[src/rtl/spi_host_pkg.sv]
package spi_host_pkg;
  localparam logic [7:0] OFS_CLK  = 8'h03;
  localparam logic [7:0] OFS_CTRL = 8'h04;
  localparam logic [7:0] OFS_STAT = 8'h08;
  localparam logic [7:0] OFS_DATA = 8'h0C;
  localparam logic [7:0] OFS_CSN  = 8'h10;

  localparam logic [5:0] CTRL_RST = 6'h0F;
  localparam logic [7:0] CSN_NONE = 8'hFF;

  typedef struct packed {
    logic clk_code;
    logic ctrl;
    logic stat;
    logic data;
    logic csn;
  } reg_hit_t;
endpackage

[src/rtl/spi_reg_decode.sv]
module spi_reg_decode
  import spi_host_pkg::*;
#(
  parameter int ADDR_W = 8
) (
  input  logic [ADDR_W-1:0] addr,
  input  logic              rd,
  input  logic              wr,
  output reg_hit_t          rd_hit,
  output reg_hit_t          wr_hit
);
  reg_hit_t sel;

  always_comb begin
    sel          = '0;
    sel.clk_code = (addr == ADDR_W'(OFS_CLK));
    sel.ctrl     = (addr == ADDR_W'(OFS_CTRL));
    sel.stat     = (addr == ADDR_W'(OFS_STAT));
    sel.data     = (addr == ADDR_W'(OFS_DATA));
    sel.csn      = (addr == ADDR_W'(OFS_CSN));
    rd_hit       = rd ? sel : '0;
    wr_hit       = wr ? sel : '0;
  end
endmodule

[src/rtl/spi_sem.sv]
module spi_sem (
  input  logic clk,
  input  logic rst_n,
  input  logic stat_rd,
  input  logic stat_wr,
  input  logic wbit0,
  output logic lock
);
  logic lock_q, lock_d;

  always_comb begin
    lock_d = lock_q;
    if (stat_wr && wbit0)
      lock_d = 1'b0;
    else if (stat_rd)
      lock_d = 1'b1;
  end

  always_ff @(posedge clk or negedge rst_n) begin
    if (!rst_n) lock_q <= 1'b0;
    else        lock_q <= lock_d;
  end

  assign lock = lock_q;

  AST_LOCK_SET_BY_READ: assert property (@(posedge clk) disable iff (!rst_n)
    $rose(lock_q) |-> $past(stat_rd));

  AST_LOCK_RELEASE: assert property (@(posedge clk) disable iff (!rst_n)
    (stat_wr && wbit0) |=> !lock_q);

  AST_LOCK_HOLD_ZERO_WR: assert property (@(posedge clk) disable iff (!rst_n)
    (stat_wr && !wbit0 && !stat_rd) |=> $stable(lock_q));
endmodule

[src/rtl/spi_xfer_ctrl.sv]
module spi_xfer_ctrl (
  input  logic       clk,
  input  logic       rst_n,
  input  logic       data_wr,
  input  logic [7:0] wdata,
  input  logic       eng_busy,
  output logic       eng_start,
  output logic [7:0] eng_tx_data,
  output logic       busy
);
  logic       pend_q, pend_d;
  logic       start_q, start_d;
  logic [7:0] tx_q, tx_d;
  logic       launch;

  assign busy   = pend_q | eng_busy;
  assign launch = data_wr && !busy;

  always_comb begin
    pend_d  = pend_q;
    start_d = launch;
    tx_d    = tx_q;
    if (pend_q && eng_busy) pend_d = 1'b0;
    if (launch) begin
      pend_d = 1'b1;
      tx_d   = wdata;
    end
  end

  always_ff @(posedge clk or negedge rst_n) begin
    if (!rst_n) begin
      pend_q  <= 1'b0;
      start_q <= 1'b0;
      tx_q    <= 8'h00;
    end else begin
      pend_q  <= pend_d;
      start_q <= start_d;
      if (launch) tx_q <= tx_d;
    end
  end

  assign eng_start   = start_q;
  assign eng_tx_data = tx_q;

  AST_START_SINGLE: assert property (@(posedge clk) disable iff (!rst_n)
    eng_start |=> !eng_start);

  AST_NO_START_WHEN_BUSY: assert property (@(posedge clk) disable iff (!rst_n)
    (data_wr && busy) |=> (!eng_start && $stable(eng_tx_data)));
endmodule

[src/rtl/spi_cs_sel.sv]
module spi_cs_sel
  import spi_host_pkg::*;
#(
  parameter int NUM_CS = 8
) (
  input  logic              clk,
  input  logic              rst_n,
  input  logic              wr_en,
  input  logic [7:0]        wdata,
  output logic [7:0]        cs_num,
  output logic [NUM_CS-1:0] cs_n
);
  logic [7:0] num_q;

  always_ff @(posedge clk or negedge rst_n) begin
    if (!rst_n)     num_q <= CSN_NONE;
    else if (wr_en) num_q <= wdata;
  end

  for (genvar i = 0; i < NUM_CS; i++) begin : g_line
    assign cs_n[i] = (num_q != 8'(i));
  end

  assign cs_num = num_q;

  AST_CS_AT_MOST_ONE: assert property (@(posedge clk) disable iff (!rst_n)
    $onehot0(~cs_n));
endmodule

[src/rtl/spi_host_regs.sv]
module spi_host_regs
  import spi_host_pkg::*;
#(
  parameter int         ADDR_W   = 8,
  parameter int         NUM_CS   = 8,
  parameter logic [3:0] CLK_CODE = 4'h2
) (
  input  logic              clk,
  input  logic              rst_n,
  input  logic [ADDR_W-1:0] bus_addr,
  input  logic              bus_wr,
  input  logic              bus_rd,
  input  logic [7:0]        bus_wdata,
  output logic [7:0]        bus_rdata,
  input  logic              eng_busy,
  input  logic [7:0]        eng_rx_data,
  output logic              eng_start,
  output logic [7:0]        eng_tx_data,
  output logic [3:0]        eng_div_code,
  output logic              eng_cpha,
  output logic              eng_cpol,
  output logic [NUM_CS-1:0] cs_n
);
  reg_hit_t   rd_hit, wr_hit;
  logic       lock, busy;
  logic [7:0] cs_num;
  logic [5:0] ctrl_q, ctrl_d;
  logic [7:0] rdata_q, rdata_d;

  spi_reg_decode #(.ADDR_W(ADDR_W)) u_dec (
    .addr(bus_addr), .rd(bus_rd), .wr(bus_wr),
    .rd_hit(rd_hit), .wr_hit(wr_hit)
  );

  spi_sem u_sem (
    .clk(clk), .rst_n(rst_n),
    .stat_rd(rd_hit.stat), .stat_wr(wr_hit.stat),
    .wbit0(bus_wdata[0]), .lock(lock)
  );

  spi_xfer_ctrl u_xfer (
    .clk(clk), .rst_n(rst_n),
    .data_wr(wr_hit.data), .wdata(bus_wdata),
    .eng_busy(eng_busy), .eng_start(eng_start),
    .eng_tx_data(eng_tx_data), .busy(busy)
  );

  spi_cs_sel #(.NUM_CS(NUM_CS)) u_cs (
    .clk(clk), .rst_n(rst_n),
    .wr_en(wr_hit.csn), .wdata(bus_wdata),
    .cs_num(cs_num), .cs_n(cs_n)
  );

  always_comb begin
    ctrl_d = ctrl_q;
    if (wr_hit.ctrl) ctrl_d = bus_wdata[5:0];
  end

  always_comb begin
    rdata_d = 8'h00;
    unique case (1'b1)
      rd_hit.clk_code: rdata_d = {4'h0, CLK_CODE};
      rd_hit.ctrl:     rdata_d = {2'b00, ctrl_q};
      rd_hit.stat:     rdata_d = {6'b0, busy, lock};
      rd_hit.data:     rdata_d = eng_rx_data;
      rd_hit.csn:      rdata_d = cs_num;
      default:         rdata_d = 8'h00;
    endcase
  end

  always_ff @(posedge clk or negedge rst_n) begin
    if (!rst_n) begin
      ctrl_q  <= CTRL_RST;
      rdata_q <= 8'h00;
    end else begin
      ctrl_q <= ctrl_d;
      if (bus_rd) rdata_q <= rdata_d;
    end
  end

  assign bus_rdata    = rdata_q;
  assign eng_div_code = ctrl_q[3:0];
  assign eng_cpha     = ctrl_q[4];
  assign eng_cpol     = ctrl_q[5];

  AST_RDATA_HELD: assert property (@(posedge clk) disable iff (!rst_n)
    !bus_rd |=> $stable(bus_rdata));

  AST_CTRL_ONLY_ON_WRITE: assert property (@(posedge clk) disable iff (!rst_n)
    !wr_hit.ctrl |=> $stable({eng_cpol, eng_cpha, eng_div_code}));
endmodule

[config.mk]
export PLATFORM = sky130hd
export DESIGN_NAME = spi_host_regs
export DESIGN_NICKNAME = d
export VERILOG_FILES = /design/src/rtl/spi_host_pkg.sv /design/src/rtl/spi_reg_decode.sv /design/src/rtl/spi_sem.sv /design/src/rtl/spi_xfer_ctrl.sv /design/src/rtl/spi_cs_sel.sv /design/src/rtl/spi_host_regs.sv
export SDC_FILE = /design/constraint.sdc
export NUM_CORES = 1
export LEC_CHECK = 0
export BUFFER_PORTS_ARGS = -buffer_cell sky130_fd_sc_hd__buf_2
export CAP_MARGIN = 20
export CELL_PAD_IN_SITES_DETAIL_PLACEMENT = 1
export CELL_PAD_IN_SITES_GLOBAL_PLACEMENT = 1
export CORE_AREA = 4 4 74 76
export CTS_BUF_LIST = sky130_fd_sc_hd__clkbuf_4 sky130_fd_sc_hd__clkbuf_8
export CTS_CLUSTER_SIZE = 25
export DETAILED_ROUTE_END_ITERATION = 12
export DIE_AREA = 0 0 78 80
export PLACE_DENSITY = 0.7
export SYNTH_ARGS = -nofsm -noshare
export SYNTH_HDL_FRONTEND = slang
export SYNTH_HIERARCHICAL = 1
export SYNTH_SLANG_ARGS = --single-unit
[constraint.sdc]
create_clock -name clk -period 1.35 [get_ports clk]
set_input_delay 0.135 -clock clk [delete_from_list [all_inputs] [get_ports clk]]
set_output_delay 0.135 -clock clk [all_outputs]
set_load 0.005 [all_outputs]
==> flow_summary_export.csv, run 1 <==
group,metric,value,unit
run_status,status,"finished with violations",
run_status,failed_checks,"setup timing",
place,io_buffer_count,59,
pwr,max-vdd-ir-drop,0.483,mV
clock_network,numCtsBuffers,5,
place,dp_slack,-0.546,ns
clock_network,clkLatencyLatePin,0.28,ns
cells_and_area,nets,246,
clock_network,cts_tree,"built",
sta,tightestPinTransition,0.448,ns
floorplan,pin_count,60,
pwr,combPwrFrac,14.0,%
place,routabilityCongestion,0.813,
worst_setup_path,end_kind,"flip-flop",
pwr,switching_share,24.9,%
routing,drt_wl_total,4870,um
floorplan,die_x,78,um
synthesis,synthesis.nets,159,
sta,layout_min_cycle_time,1.55,ns
synthesis,syn_inst,130,
cells_and_area,antennaDiodeCount,0,
cells_and_area,final_cell_mix,"58 x buf_2, 21 x dfrtp_1, 21 x buf_4",
clock_network,clkTransAtPathRegs,0.06,ns
floorplan,core,0.00472,mm2
worst_setup_path,worstPathArrival,1.72,ns
sta,setup_viol_count_final,30,
global_route,grt_pass1_vias,1518,
clock_network,htreeDepth,2,
worst_setup_path,critPathKind,"in -> reg",
sta,slew_headroom,70.1,%
cells_and_area,fin_cells,285,
synthesis,syn_area_per_cell,12.4,um2
synthesis,yosysWarnings,6,
job,drv_cap,0,
global_route,grt_max_degree,34,
worst_setup_path,cp-startpoint,"bus_addr[5]",
global_route,grt_pass1_wl,7760,um
sta,fmax,0.644,GHz
floorplan,die-area,0.00624,mm2
worst_setup_path,cp_max_fo,9,
sta,timing.final.crit_share,115,%
clock_network,cts.sinks,33,
routing,num_vias,1419,
worst_setup_path,reg2reg_from,"u_cs/cs_num[5]$_DFFE_PN1P_",
pwr,cellInternalPower,1.56,mW
worst_setup_path,cp_slowest_cell,"or4_4",
routing,dr.first_iter.drc_count,54,
sta,grt_setup_unrepaired,"true",
worst_setup_path,worst_path_most_repeated_cell,"buf_6",
routing,dr.pass1.iters,4,
place,dp.cells,271,
pwr,p_total,2.08,mW
global_route,antenna_found_initial,0,
sta,fin_tns_setup,-4.24,ns
worst_setup_path,critPathLaunchType,"primary input",
floorplan,start_util,34.2,%
worst_setup_path,cp_num_buf_inv,2,
cells_and_area,areaGrowthSynthToFinish,52.0,%
routing,drc,0,
sta,final-hold-violation-count,0,
hold_path,hold_start,"eng_busy",
hold_path,worstHoldPathType,"in -> reg",
pwr,pwr-share-clk,34.8,%
floorplan,rows,25,
worst_setup_path,crit_path_cell_trace,"buf_6 -> or4_4 -> nor3_2 -> nor3b_2 -> buf_6 -> mux2_4",
place,dp_hpwl,3670,um
clock_network,clk_path_buf_depth,2,
sta,fin_skew,0.00233,ns
sta,maxSlewViolCount,0,
global_route,overflow,0,
pwr,p_sw,0.517,mW
worst_setup_path,max_stage_delay,0.59,ns
synthesis,synth_area,0.00162,mm2
floorplan,die_h,80,um
cells_and_area,layout_commonest_cell,"buf_2",
global_route,grt_usage,16.3,%
routing,route.antenna.remaining_nets,0,
worst_setup_path,cp.required,1.52,ns
cells_and_area,drive_above_1_share,73.9,%
routing,via_per_inst,4.98,
worst_setup_path,cp_top_family,"simple AND/OR/NAND/NOR gates",
routing,wl_per_cell,17.1,um
sta,final.setup.worst_slack,-0.204,ns
pwr,power.density,846,mW/mm2
pwr,seqPwrFrac,51.2,%
pwr,p_leak,1.13,nW
clock_network,cts-root-buf,"clkbuf_8",
per-layer routing:
metal | share of wire, % | up-vias | global-route usage [%]
li1 | - | 660 | -
met1 | 42 | 705 | 19.8
met2 | 51 | 43 | 27.8
met3 | 4.7 | 11 | 3.95
met4 | 2.2 | 0 | 6.64
met5 | 0 | - | 0
state kept, by name, summed over array words and instances, names as in the netlist:
name	count
u_cs/cs_num	8
ctrl_q	6
bus_rdata	8
u_sem/lock	1
u_xfer/pend_q	1
u_xfer/eng_tx_data	8
u_xfer/eng_start	1
through the flow:
step / utilization [%] / area (um2) / hold WS (ns)
after global placement: 46.8 / 2210 / 0.168
after detailed placement: 46.8 / 2210 / 0.184
after floorplan: - / 1690 / -0.161
after global routing: 52.0 / 2460 / 0.0415
final: 52.0 / 2460 / 0.0509
after CTS: 51.5 / 2430 / 0.0421
path summary, 6_finish.rpt:
check	endpoint	slack, ns	depth (start not counted)
max in group asynchronous	u_cs/cs_num[0]$_DFFE_PN1P_	0.60	3
worst max-delay path	u_xfer/eng_tx_data[6]$_DFFE_PN0P_	-0.20	6
worst min register to register	u_xfer/eng_tx_data[4]$_DFFE_PN0P_	0.51	1
min in group asynchronous	bus_rdata[2]$_DFFE_PN0P_	0.42	3
worst min-delay path	u_xfer/pend_q$_DFFE_PN0P_	0.05	2
worst max register to register	bus_rdata[5]$_DFFE_PN0P_	0.09	3
layout make-up:
cell class                 count  area (um2)
tap                           67        83.8
inverter                       9        33.8
timing repair buffer          87         554
clock inverter                 2        10.0
sequential                    33         841
multi-input combinational     81         858
clock buffer                   6        76.3
fill                         522        2270
worst reg2reg max path: cells and delay by family (launching register included):
kind / cells / cell delay [ns]
AOI/OAI and AO/OA: 2 / 0.60
buffers and inverters: 1 / 0.13
DFF: 1 / 0.39
what timing repair did:
action	in CTS	in global routing
gates resized for setup	22	4
endpoints found under the hold margin	21	0
pin swaps	12	12
hold buffers	1	0
setup buffers	5	0
endpoints found under the setup margin	31	36
power by group through the flow:
| stage | logic (mW) | registers, mW | clock network, mW |
|---|---|---|---|
| floorplan | 0.0990 | 1.07 | 0 |
| global placement | 0.238 | 1.08 | 0 |
| detailed placement | 0.252 | 1.08 | 0 |
| CTS | 0.292 | 1.06 | 0.748 |
| global route | 0.319 | 1.07 | 0.782 |
| finish | 0.292 | 1.06 | 0.724 |
Power figures use the tool's default switching activity.
==> inputs of run 2 (changes only) <==
- REMOVE_ABC_BUFFERS: unset -> 1
==> flow_summary_export.csv, run 2 (synthesis gave the netlist of run 1 again) <==
group,metric,value,unit
hold_path,min_to,"u_xfer/pend_q$_DFFE_PN0P_",
sta,grt_setup_unrepaired,"true",
cells_and_area,nets,249,
pwr,seqPwrFrac,49.1,%
routing,drc,0,
routing,via_per_inst,5.16,
clock_network,htreeDepth,2,
global_route,antenna_found_initial,0,
worst_setup_path,cp_num_cells,7,
sta,setup_viol_count_final,30,
clock_network,cts-root-buf,"clkbuf_8",
worst_setup_path,critPathKind,"in -> reg",
sta,fmax,0.642,GHz
pwr,switching_share,25.2,%
floorplan,die_h,80,um
pwr,max-vdd-ir-drop,0.542,mV
pwr,combPwrFrac,14.1,%
hold_path,hold_start,"eng_busy",
floorplan,start_util,34.2,%
floorplan,core,0.00472,mm2
cells_and_area,fin_cells,288,
sta,final-hold-violation-count,0,
worst_setup_path,worst_path_most_repeated_cell,"buf_6",
routing,drt_wl_total,5580,um
clock_network,cts_tree,"built",
pwr,pwr-share-clk,36.8,%
pwr,power.density,870,mW/mm2
routing,route.antenna.remaining_nets,0,
clock_network,cts.sinks,33,
sta,maxSlewViolCount,0,
floorplan,pin_count,60,
worst_setup_path,cp.required,1.55,ns
job,drv_cap,0,
place,dp_hpwl,3870,um
routing,dr.first_iter.drc_count,113,
worst_setup_path,reg2reg_from,"u_cs/cs_num[0]$_DFFE_PN1P_",
floorplan,rows,25,
hold_path,hold_depth,2,
place,io_buffer_count,59,
worst_setup_path,worstPathArrival,1.76,ns
place,routabilityCongestion,0.798,
worst_setup_path,cp_top_family,"simple AND/OR/NAND/NOR gates",
worst_setup_path,end_kind,"flip-flop",
pwr,cellInternalPower,1.63,mW
cells_and_area,layout_commonest_cell,"buf_2",
worst_setup_path,cp_max_fo,6,
sta,timing.final.crit_share,115,%
sta,slew_headroom,71.6,%
worst_setup_path,rr_worst_depth,3,
sta,final.setup.worst_slack,-0.208,ns
cells_and_area,antennaDiodeCount,0,
clock_network,numCtsBuffers,5,
global_route,grt_max_degree,34,
clock_network,clkLatencyLatePin,0.29,ns
sta,tightestPinTransition,0.426,ns
run_status,status,"finished with violations",
worst_setup_path,crit_path_cell_trace,"buf_6 -> or4_4 -> buf_6 -> nor4b_4 -> a222oi_1 -> and2_1 -> o22ai_2",
worst_setup_path,cp_num_buf_inv,2,
pwr,p_sw,0.549,mW
floorplan,die_x,78,um
worst_setup_path,r2r_slack,0.06,ns
global_route,grt_pass1_vias,1646,
sta,fin_skew,0.0118,ns
pwr,p_total,2.17,mW
cells_and_area,drive_above_1_share,74.2,%
cells_and_area,final_cell_mix,"56 x buf_2, 21 x dfrtp_1, 21 x buf_4",
routing,dr.pass1.iters,4,
floorplan,die-area,0.00624,mm2
pwr,p_leak,1.16,nW
routing,wl_per_cell,19.4,um
worst_setup_path,cp_slowest_cell,"or4_4",
clock_network,clk_path_buf_depth,2,
routing,num_vias,1487,
global_route,overflow,0,
run_status,failed_checks,"setup timing",
global_route,grt_pass1_wl,8270,um
worst_setup_path,critPathLaunchType,"primary input",
global_route,grt_usage,17.4,%
hold_path,worstHoldPathType,"in -> reg",
cells_and_area,areaGrowthSynthToFinish,54.6,%
worst_setup_path,worstReg2RegEnd,"bus_rdata[0]$_DFFE_PN0P_",
worst_setup_path,max_stage_delay,0.55,ns
clock_network,clkTransAtPathRegs,0.07,ns
sta,layout_min_cycle_time,1.56,ns
place,dp.cells,271,
run 2: changes by cell type in the layout (fill, tap and decap cells not counted), sizes merged:
cell	delta
clkbuf	+1
buf	+3
clkinvlp	+1
clkinv	-2
run 2: area by class of cell:
class	instances	area, um2
Fill cell	520	2220
Multi-Input combinational cell	81	851
Sequential cell	33	841
Timing Repair Buffer	90	592
Clock buffer	7	90.1
Tap cell	67	83.8
Inverter	9	33.8
Clock inverter	1	7.51
run 2: metal layers:
layer  vias up  global-route usage [%]  routed length [um]
li1        667                       -                   -
met1       763                    19.2                2150
met2        44                    31.2                3080
met3        13                    4.97                 227
met4         0                    7.17                 119
met5         -                       0                   0
run 2: worst max-delay path by stage:
stage | startpoint | to | slack, ns
2_1_floorplan | bus_addr[5] | bus_rdata[1]$_DFFE_PN0P_ | -0.57
3_3_place_gp | bus_addr[5] | u_xfer/eng_tx_data[3]$_DFFE_PN0P_ | -0.51
3_5_place_dp | bus_addr[5] | u_xfer/eng_tx_data[3]$_DFFE_PN0P_ | -0.56
4_1_cts | bus_addr[6] | bus_rdata[1]$_DFFE_PN0P_ | -0.20
5_1_grt | bus_addr[6] | u_xfer/eng_tx_data[3]$_DFFE_PN0P_ | -0.27
6_report | bus_addr[6] | bus_rdata[1]$_DFFE_PN0P_ | -0.21
run 2: power groups by stage:
stage | logic (mW) | clock network, mW | registers, mW
CTS | 0.281 | 0.828 | 1.07
finish | 0.306 | 0.801 | 1.07
detailed placement | 0.232 | 0 | 1.08
global route | 0.330 | 0.880 | 1.07
floorplan | 0.0828 | 0 | 1.07
global placement | 0.222 | 0 | 1.08
run 2: worst reg2reg max path: cells and delay by family, from the launching register on:
kind,cells,cell delay [ns]
flops,1,0.39
compound gates,3,0.75
run 2: per-stage QoR:
stage	TNS, ns	util (%)	area [um2]	worst slack, ns	hold slack (ns)
global placement	-12.76	45.1	2130	-0.510	0.167
CTS	-4.04	50.4	2380	-0.197	0.0311
global route	-5.97	52.9	2500	-0.272	0.0363
floorplan	-14.29	-	1570	-0.571	-0.161
finish	-4.02	52.9	2500	-0.208	0.0434
detailed placement	-13.86	45.1	2130	-0.561	0.178
run 2: timing repair:
item                                   CTS  global route
endpoints found under the hold margin   21             0
buffers inserted                         7             1
pin swaps                               12            13
setup endpoints to repair               38            38
gates resized for setup                 22            22
hold buffers                             1             0
==> inputs of run 3 (changes only) <==
- ABC_AREA: unset -> 1
- CORE_AREA: 4 4 74 76 -> 4 4 75 77
- DIE_AREA: 0 0 78 80 -> 0 0 79 81
- PLACE_DENSITY: 0.7 -> 0.76
- TNS_END_PERCENT: unset -> 30
==> flow_summary_export.csv, run 3 <==
group,metric,value,unit
sta,fin_skew,0.00746,ns
cells_and_area,nets,321,
global_route,grt_max_degree,34,
sta,setup_viol_count_final,0,
cells_and_area,final_cell_mix,"90 x nand2_1, 59 x buf_2, 27 x nor2_1",
worst_setup_path,worstReg2RegEnd,"u_xfer/eng_tx_data[0]$_DFFE_PN0P_",
worst_setup_path,cp_slowest_cell,"dfstp_2",
global_route,overflow,0,
sta,fmax,0.745,GHz
pwr,max-vdd-ir-drop,0.463,mV
floorplan,core,0.00501,mm2
worst_setup_path,reg2reg_from,"u_xfer/pend_q$_DFFE_PN0P_",
routing,route.antenna.remaining_nets,0,
hold_path,worstHoldPathType,"in -> reg",
worst_setup_path,critPathLaunchType,"flip-flop",
cells_and_area,antennaDiodeCount,0,
sta,slew_headroom,72.4,%
floorplan,pin_count,60,
sta,grt_setup_unrepaired,"true",
sta,layout_min_cycle_time,1.34,ns
place,dp_slack,0.0531,ns
job,drv_cap,0,
floorplan,die_h,81,um
worst_setup_path,worst_path_most_repeated_cell,"nand2_1",
worst_setup_path,r2r_slack,0.36,ns
synthesis,syn_area_per_cell,7.65,um2
worst_setup_path,cp-startpoint,"u_cs/cs_num[0]$_DFFE_PN1P_",
cells_and_area,layout_commonest_cell,"nand2_1",
pwr,power.density,907,mW/mm2
sta,timing.final.crit_share,99.4,%
clock_network,clk_path_buf_depth,2,
cells_and_area,final_area,0.00222,mm2
cells_and_area,areaGrowthSynthToFinish,29.8,%
place,routabilityCongestion,0.722,
pwr,p_total,2.01,mW
routing,num_vias,1600,
routing,dr.first_iter.drc_count,63,
pwr,p_leak,1.25,nW
run_status,status,"complete, no violations",
clock_network,htreeDepth,2,
sta,final.setup.worst_slack,0.00854,ns
worst_setup_path,cp.required,1.22,ns
sta,tightestPinTransition,0.414,ns
worst_setup_path,endpoint,"cs_n[7]",
place,dpl_cell_area,0.00211,mm2
clock_network,cts_tree,"built",
worst_setup_path,critPathKind,"reg -> out",
routing,drt_wl_total,4500,um
floorplan,die_x,79,um
sta,whs,0.0506,ns
worst_setup_path,max_stage_delay,0.57,ns
sta,final-hold-violation-count,0,
clock_network,postCtsSetupRepairBufs,0,
routing,via_per_inst,4.41,
worst_setup_path,end_kind,"output pin",
floorplan,start_util,34.1,%
cells_and_area,drive_above_1_share,38.2,%
worst_setup_path,crit_path_cell_trace,"nand2_1 -> nor2_1 -> nand2_1 -> buf_2",
place,dp_hpwl,3610,um
clock_network,clkTransAtPathRegs,0.07,ns
global_route,grt_pass1_wl,7880,um
global_route,grt_usage,15.6,%
sta,maxSlewViolCount,0,
routing,dr.pass1.iters,4,
place,io_buffer_count,59,
floorplan,rows,26,
clock_network,cts-root-buf,"clkbuf_8",
synthesis,yosysWarnings,6,
floorplan,die-area,0.00640,mm2
routing,wl_per_cell,12.4,um
worst_setup_path,worstPathArrival,1.21,ns
global_route,antenna_found_initial,0,
clock_network,numCtsBuffers,5,
worst_setup_path,cp_max_fo,4,
synthesis,synth_area,0.00171,mm2
clock_network,clkLatencyLatePin,0.28,ns
synthesis,syn_inst,223,
clock_network,cts.sinks,33,
routing,drc,0,
worst_setup_path,rr_worst_depth,5,
global_route,grt_pass1_vias,1727,
run 3: metal layers:
layer | wire [um] | track usage (%) | vias to the layer above
met2 | 2190 | 26.6 | 33
met1 | 2050 | 20.3 | 746
met5 | 0 | 0 | -
met4 | 27 | 3.61 | 0
met3 | 236 | 3.66 | 5
li1 | - | - | 816
run 3: worst min-delay path by stage:
| stage | start | endpoint | slack (ns) | depth (start not counted) |
|---|---|---|---|---|
| CTS | eng_busy | u_xfer/pend_q$_DFFE_PN0P_ | 0.04 | 2 |
| global route | eng_busy | u_xfer/pend_q$_DFFE_PN0P_ | 0.06 | 2 |
| detailed placement | rst_n | u_xfer/eng_tx_data[6]$_DFFE_PN0P_ | 0.19 | 2 |
| finish | eng_busy | u_xfer/pend_q$_DFFE_PN0P_ | 0.05 | 2 |
| global placement | rst_n | u_xfer/eng_tx_data[6]$_DFFE_PN0P_ | 0.18 | 2 |
| floorplan | rst_n | bus_rdata[0]$_DFFE_PN0P_ | -0.16 | 0 |
run 3: metrics by stage:
stage | setup TNS, ns | std cells | utilization [%]
5_1_grt | -0.484 | 363 | 44.2
4_1_cts | -0.0278 | 363 | 44.2
3_3_place_gp | 0 | 354 | 42.1
2_1_floorplan | 0 | 217 | -
6_report | 0 | 363 | 44.2
3_5_place_dp | 0 | 354 | 42.1
run 3: report_power, final:
group	internal (mW)	total [mW]	switching, mW
Sequential	1.05	1.08	0.0279
Combinational	0.0798	0.204	0.125
Clock	0.377	0.730	0.352
run 3: final cells by class:
cell class / count / area (um2)
Tap cell: 70 / 87.6
Fill cell: 677 / 2790
Timing Repair Buffer: 68 / 365
Clock buffer: 6 / 76.3
Sequential cell: 33 / 841
Multi-Input combinational cell: 161 / 749
Clock inverter: 2 / 10.0
Inverter: 23 / 86.3
run 3: what timing repair did:
item                       in CTS  in global routing
pin swaps                       2                  2
cloned                          0                  0
hold endpoints to repair       21                  0
setup endpoints to repair       8                  8
gates resized for setup         5                  3
hold buffers                    1                  0
run 3: critical path: cells and delay by family (launching register included):
family	cells	cell delay [ns]
buffers and inverters	1	0.13
DFF	1	0.57
and+or+nand+nor	3	0.23
